[src/rtl/tbk_pkg.sv]
package tbk_pkg;
  localparam int unsigned CSR_W       = 16;
  localparam int unsigned BIT_CLR_EVT = 0;
  localparam int unsigned BIT_CLR_INT = 1;
  localparam int unsigned BIT_INT_EN  = 2;
  localparam int unsigned BIT_EVT     = 8;
  localparam int unsigned BIT_INT     = 9;

  typedef struct packed {
    logic int_flag;
    logic evt_flag;
    logic int_en;
  } tbk_state_t;
endpackage

[src/rtl/tbk_rst_sync.sv]
module tbk_rst_sync #(
  parameter int unsigned STAGES = 2
) (
  input  logic clk,
  input  logic rst_n,
  output logic rst_sync_n
);
  logic [STAGES-1:0] chain_q;

  always_ff @(posedge clk or negedge rst_n) begin
    if (!rst_n) chain_q <= '0;
    else        chain_q <= {chain_q[STAGES-2:0], 1'b1};
  end

  assign rst_sync_n = chain_q[STAGES-1];
endmodule

[src/rtl/tbk_flags.sv]
module tbk_flags
  import tbk_pkg::*;
(
  input  logic             clk,
  input  logic             rst_n,
  input  logic             tamper_i,
  input  logic             pin_en_i,
  input  logic             csr_we_i,
  input  logic [CSR_W-1:0] csr_wdata_i,
  output tbk_state_t       state_o,
  output logic             irq_o
);
  tbk_state_t st_q, st_d;
  logic       irq_q;
  logic       clr_evt, clr_int, en_nxt, set_int;

  always_comb begin
    clr_evt = csr_we_i && csr_wdata_i[BIT_CLR_EVT];
    clr_int = csr_we_i && csr_wdata_i[BIT_CLR_INT];
    en_nxt  = csr_we_i ? csr_wdata_i[BIT_INT_EN] : st_q.int_en;
    set_int = tamper_i && st_q.int_en && pin_en_i;

    st_d        = st_q;
    st_d.int_en = en_nxt;
    // set wins over clear
    if (tamper_i)                st_d.evt_flag = 1'b1;
    else if (clr_evt)            st_d.evt_flag = 1'b0;
    if (set_int)                 st_d.int_flag = 1'b1;
    else if (clr_int || !en_nxt) st_d.int_flag = 1'b0;
  end

  always_ff @(posedge clk or negedge rst_n) begin
    if (!rst_n) begin
      st_q  <= '0;
      irq_q <= 1'b0;
    end else begin
      st_q  <= st_d;
      irq_q <= st_q.int_flag;
    end
  end

  assign state_o = st_q;
  assign irq_o   = irq_q;

  a_r3_evt_set: assert property (@(posedge clk) disable iff (!rst_n)
    tamper_i |=> st_q.evt_flag);
  a_r4_evt_sticky: assert property (@(posedge clk) disable iff (!rst_n)
    (st_q.evt_flag && !(csr_we_i && csr_wdata_i[BIT_CLR_EVT])) |=> st_q.evt_flag);
  a_r5_int_needs_pin: assert property (@(posedge clk) disable iff (!rst_n)
    (!st_q.int_flag && tamper_i && !pin_en_i) |=> !st_q.int_flag);
  a_r5_int_set: assert property (@(posedge clk) disable iff (!rst_n)
    (tamper_i && pin_en_i && st_q.int_en) |=> st_q.int_flag);
  a_r6_int_clear: assert property (@(posedge clk) disable iff (!rst_n)
    (csr_we_i && csr_wdata_i[BIT_CLR_INT] && !tamper_i) |=> !st_q.int_flag);
  a_r7_en_off: assert property (@(posedge clk) disable iff (!rst_n)
    (!st_q.int_en && !(csr_we_i && csr_wdata_i[BIT_INT_EN])) |=> !st_q.int_flag);
  a_r8_irq_lag: assert property (@(posedge clk) disable iff (!rst_n)
    $rose(st_q.int_flag) |=> irq_o);
endmodule

[src/rtl/tbk_bank.sv]
module tbk_bank #(
  parameter int unsigned NUM_REGS = 10,
  parameter int unsigned DATA_W   = 16,
  parameter int unsigned ADDR_W   = 4
) (
  input  logic                             clk,
  input  logic                             rst_n,
  input  logic                             hold_i,
  input  logic                             we_i,
  input  logic [ADDR_W-1:0]                addr_i,
  input  logic [DATA_W-1:0]                wdata_i,
  output logic [NUM_REGS-1:0][DATA_W-1:0]  store_o
);
  logic [NUM_REGS-1:0][DATA_W-1:0] store_q, store_d;
  logic [NUM_REGS-1:0]             sel;

  for (genvar i = 0; i < NUM_REGS; i++) begin : g_word
    assign sel[i] = we_i && (addr_i == ADDR_W'(i));

    always_comb begin
      if (hold_i)      store_d[i] = '0;
      else if (sel[i]) store_d[i] = wdata_i;
      else             store_d[i] = store_q[i];
    end

    always_ff @(posedge clk or negedge rst_n) begin
      if (!rst_n) store_q[i] <= '0;
      else        store_q[i] <= store_d[i];
    end
  end

  assign store_o = store_q;

  a_r9_wipe: assert property (@(posedge clk) disable iff (!rst_n)
    hold_i |=> (store_q == '0));
  a_r10_sel_onehot: assert property (@(posedge clk) disable iff (!rst_n)
    $onehot0(sel));
  a_r12_write_lands: assert property (@(posedge clk) disable iff (!rst_n)
    (we_i && !hold_i && (addr_i < ADDR_W'(NUM_REGS)))
      |=> (store_q[$past(addr_i)] == $past(wdata_i)));
endmodule

[src/rtl/tamper_bkp_ctrl.sv]
module tamper_bkp_ctrl
  import tbk_pkg::*;
#(
  parameter int unsigned NUM_REGS = 10,
  parameter int unsigned ADDR_W   = 4
) (
  input  logic              clk,
  input  logic              rst_n,
  input  logic              tamper_i,
  input  logic              pin_en_i,
  input  logic [ADDR_W-1:0] bus_addr_i,
  input  logic              bus_we_i,
  input  logic [CSR_W-1:0]  bus_wdata_i,
  output logic [CSR_W-1:0]  bus_rdata_o,
  output logic              irq_o
);
  localparam logic [ADDR_W-1:0] CSR_ADDR = ADDR_W'(NUM_REGS);

  logic                           rst_q_n;
  logic                           csr_hit, csr_we;
  tbk_state_t                     st;
  logic [NUM_REGS-1:0][CSR_W-1:0] store;
  logic [CSR_W-1:0]               csr_rd;

  tbk_rst_sync #(.STAGES(2)) u_rst (
    .clk(clk), .rst_n(rst_n), .rst_sync_n(rst_q_n)
  );

  assign csr_hit = (bus_addr_i == CSR_ADDR);
  assign csr_we  = bus_we_i && csr_hit;

  tbk_flags u_flags (
    .clk(clk), .rst_n(rst_q_n), .tamper_i(tamper_i), .pin_en_i(pin_en_i),
    .csr_we_i(csr_we), .csr_wdata_i(bus_wdata_i), .state_o(st), .irq_o(irq_o)
  );

  tbk_bank #(.NUM_REGS(NUM_REGS), .DATA_W(CSR_W), .ADDR_W(ADDR_W)) u_bank (
    .clk(clk), .rst_n(rst_q_n), .hold_i(tamper_i || st.evt_flag),
    .we_i(bus_we_i), .addr_i(bus_addr_i), .wdata_i(bus_wdata_i),
    .store_o(store)
  );

  always_comb begin
    csr_rd              = '0;
    csr_rd[BIT_INT]     = st.int_flag;
    csr_rd[BIT_EVT]     = st.evt_flag;
    csr_rd[BIT_INT_EN]  = st.int_en;
    if (csr_hit)                       bus_rdata_o = csr_rd;
    else if (bus_addr_i < CSR_ADDR)    bus_rdata_o = store[bus_addr_i];
    else                               bus_rdata_o = '0;
  end

  a_r10_held_reads_zero: assert property (@(posedge clk) disable iff (!rst_q_n)
    (st.evt_flag && (bus_addr_i < CSR_ADDR)) |-> (bus_rdata_o == '0));
  a_r1_irq_idle: assert property (@(posedge clk) disable iff (!rst_q_n)
    $rose(irq_o) |-> $past(st.int_flag));
endmodule

[config.mk]
export PLATFORM = sky130hd
export DESIGN_NAME = tamper_bkp_ctrl
export DESIGN_NICKNAME = d
export VERILOG_FILES = /design/src/rtl/tbk_pkg.sv /design/src/rtl/tbk_rst_sync.sv /design/src/rtl/tbk_flags.sv /design/src/rtl/tbk_bank.sv /design/src/rtl/tamper_bkp_ctrl.sv
export SDC_FILE = /design/constraint.sdc
export NUM_CORES = 1
export LEC_CHECK = 0
export ABC_AREA = 1
export CORE_ASPECT_RATIO = 0.8
export CORE_MARGIN = 2
export CORE_UTILIZATION = 45
export DETAILED_ROUTE_END_ITERATION = 8
export GPL_ROUTABILITY_DRIVEN = 0
export PLACE_DENSITY_LB_ADDON = 0.1
export SYNTH_ARGS = -nofsm -noshare
export SYNTH_HDL_FRONTEND = slang
export SYNTH_HIERARCHICAL = 1
export SYNTH_SLANG_ARGS = --single-unit
[constraint.sdc]
create_clock -name clk -period 14.6 [get_ports clk]
set_input_delay 2.92 -clock clk [delete_from_list [all_inputs] [get_ports clk]]
set_output_delay 2.92 -clock clk [all_outputs]
set_load 0.02 [all_outputs]
==> impl_metrics.tcl <==
set metrics [dict create \
    holdPathEnd "u_rst/chain_q[1]$_DFF_PN0_" \
    drt-wirelength-per-cell_um 18.59 \
    finalWirelength_mm 25.96 \
    coreArea_um2 18280 \
    drtAntennaViolNets 0 \
    io-pin-count 42 \
    fp.dieArea_um2 19910 \
    reg2reg_depth 5 \
    ys.warnings.count 6 \
    die_y_um 126.6 \
    synth_seq_cells 166 \
    hold_path.class "reg -> reg" \
    status "completed" \
    viasPerCell 5.385 \
    antenna_found_initial 0 \
    critPathRequiredTime_ns 11.68 \
    clk_latency_ns 0.43 \
    period_share_pct 61.20 \
    cts_sinks 166 \
    grt_pass1_wl_mm 41.45 \
    worst_pin_slew_ns 1.204 \
    r2r_slack_ns 12.06 \
    crit_path_end_kind "output pin" \
    syn_inst 1133 \
    whs_ns 0.3529 \
    diodes 0 \
    grt-ovfl-total 0 \
    finalHoldViolations 0 \
    worstHoldPathCells 0 \
    grt_max_degree 93 \
    area_growth_pct 10.42 \
    drc 0 \
    finalNonFillerCells 1396 \
    synth_top_area_share_pct 49.12 \
    use_met3_pct 4.612 \
    yosysTopAreaCell "dfrtp_1" \
    ys_seq_area_share_pct 49.12 \
    num_vias 7518 \
    syn_avg_cell_area_um2 7.464 \
    path_common_cell "clkdlybuf4s50_1" \
    cp.depth 6 \
    leakagePower_nw 4.818 \
    path_clk_slew_ns 0.06 \
    path_class "in -> out" \
    cts_buffers 17 \
    setup_viol 0 \
    rsz0062_at_grt "false" \
    post_cts_buffers 0 \
    fillers 1836 \
    path_cells "clkdlybuf4s50_1, nor2_2, nand2_1, a21oi_1, o21bai_1, clkdlybuf4s50_1" \
    use_met1_pct 41.48 \
    worstHoldStart "u_rst/chain_q[0]$_DFF_PN0_" \
    drv_slew 0 \
    final_common_cell "nand2_1" \
    postCtsResizedCells 0 \
    cap_violations 0 \
    crit_fanout 15 \
    fin_total_pwr_mw 0.9547 \
    power.density_nw_per_um2 102.2 \
    hold_buffers 0 \
    die_x_um 157.3 \
    h-tree-depth 4 \
    synth_area_leaders "dfrtp_1 49%, nand2_1 22%, nand3_1 14%, inv_1 1.9%, a21oi_1 1.7%" \
    slew_headroom_pct 19.41 \
    grtUsageTotal_pct 27.35 \
    crit_path_start_kind "input port" \
    io_buffers 41 \
    multi_input_area_um2 3662 \
    drt-initial-drc-count 801 \
    drive_gt1_share_pct 6.299 \
    clock_path_buffers 2 \
    skew_ns 0.009687 \
    r2r_end "u_bank/store_o[155]$_DFFE_PN0P_" \
    grt.busiest_layer "met1" \
    cts-root-buf "clkbuf_16" \
    cts_tree "yes" \
    initial_core_util_pct 46.27 \
    cpPeakStageDelay_ns 0.77 \
    irDropWorstVdd_uv 49.24 \
    register_area_um2 4158 \
    crit_buf_inv 2 \
    crit_family "buffers and inverters" \
    num_rows 44 \
    syn_nets 1158 \
    grt_pass1_vias 7128 \
    min_period_ns 8.936 \
    design_area_um2 9338 \
    drt-pass1-iter-count 7 \
    nets 1156 \
    dp.cells 1365 \
    layout_common_cells "504 x nand2_1, 239 x nand3_1, 165 x dfrtp_1" \
    fmax_ghz 0.1119 \
    finalSetupTns_ns 0 \
    dp_hpwl_mm 15.68 \
    r2r_start "u_flags/state_o[1]$_DFFE_PN0P_" \
    placed_cell_area_um2 8812 \
    cp.arrival_ns 6.02 \
    synth_area_um2 8457 \
    yosysUniqueCellTypes 28 \
    crit_slowest_cell "clkdlybuf4s50_1" \
    gr-usage-met2_pct 39.84 \
]
## metal layers
metal  routed length [µm]  share of wire (%)
met1                12150                 47
met2                11210                 43
met3                 1988                7.7
met4                  605                2.3
met5                    0                  0
## power breakdown
part           switching [mW]  internal (mW)  leakage (nW)
clock                   0.185          0.232         0.250
sequential            0.00383          0.462          2.31
combinational          0.0507         0.0212          2.26
## cells by family (layout without fill, tap and decap cells)
| logic type | after synthesis | count (layout) | synth area share [%] |
|---|---|---|---|
| compound gates | 44 | 44 | 2.959 |
| buf+inv | 125 | 135 | 7.575 |
| flops | 166 | 166 | 49.12 |
| other cells | 1 | 1 | 0.04434 |
| simple gates | 797 | 797 | 40.30 |
## how the worst max path moves through the flow
| stage | start | endpoint | slack (ns) |
|---|---|---|---|
| after floorplan | bus_addr_i[0] | bus_rdata_o[0] | 7.84 |
| after global placement | bus_addr_i[2] | bus_rdata_o[10] | 5.81 |
| after detailed placement | bus_addr_i[2] | bus_rdata_o[6] | 5.74 |
| after CTS | bus_addr_i[2] | bus_rdata_o[6] | 5.73 |
| after global routing | bus_addr_i[2] | bus_rdata_o[6] | 5.49 |
| final | bus_addr_i[2] | bus_rdata_o[6] | 5.66 |
## cell usage after synthesis (all sizes together)
cell type / number
o211ai: 3
nor2: 36
nand3: 245
dfrtp: 166
conb: 1
buf: 61
inv: 56
nand3b: 2
nand2: 509
and2: 1
or2: 3
clkbuf: 8
and3: 1
a21o: 1
o21ai: 3
a21oi: 29
o21bai: 8
## flip-flops by register name, summed over array words and instances (netlist names)
register	flops
u_flags/state_o	3
u_rst/chain_q	2
u_bank/store_o	160
u_flags/irq_o	1
## per-stage QoR
stage          utilization [%]  setup WS [ns]
6_report                 51.09          5.664
5_1_grt                  51.09          5.485
4_1_cts                  51.09          5.726
3_5_place_dp             48.21          5.740
3_3_place_gp             48.21          5.811
2_1_floorplan                -          7.839
## cell type report
type                       instances  area share (%)
inverter                          56           2.305
sequential                       166           44.53
tap                              253           3.390
timing repair buffer              48           4.931
clock buffer                      22           4.757
multi-input combinational        842           39.22
clock inverter                     9          0.8710
(Power assumes the default switching activity.)
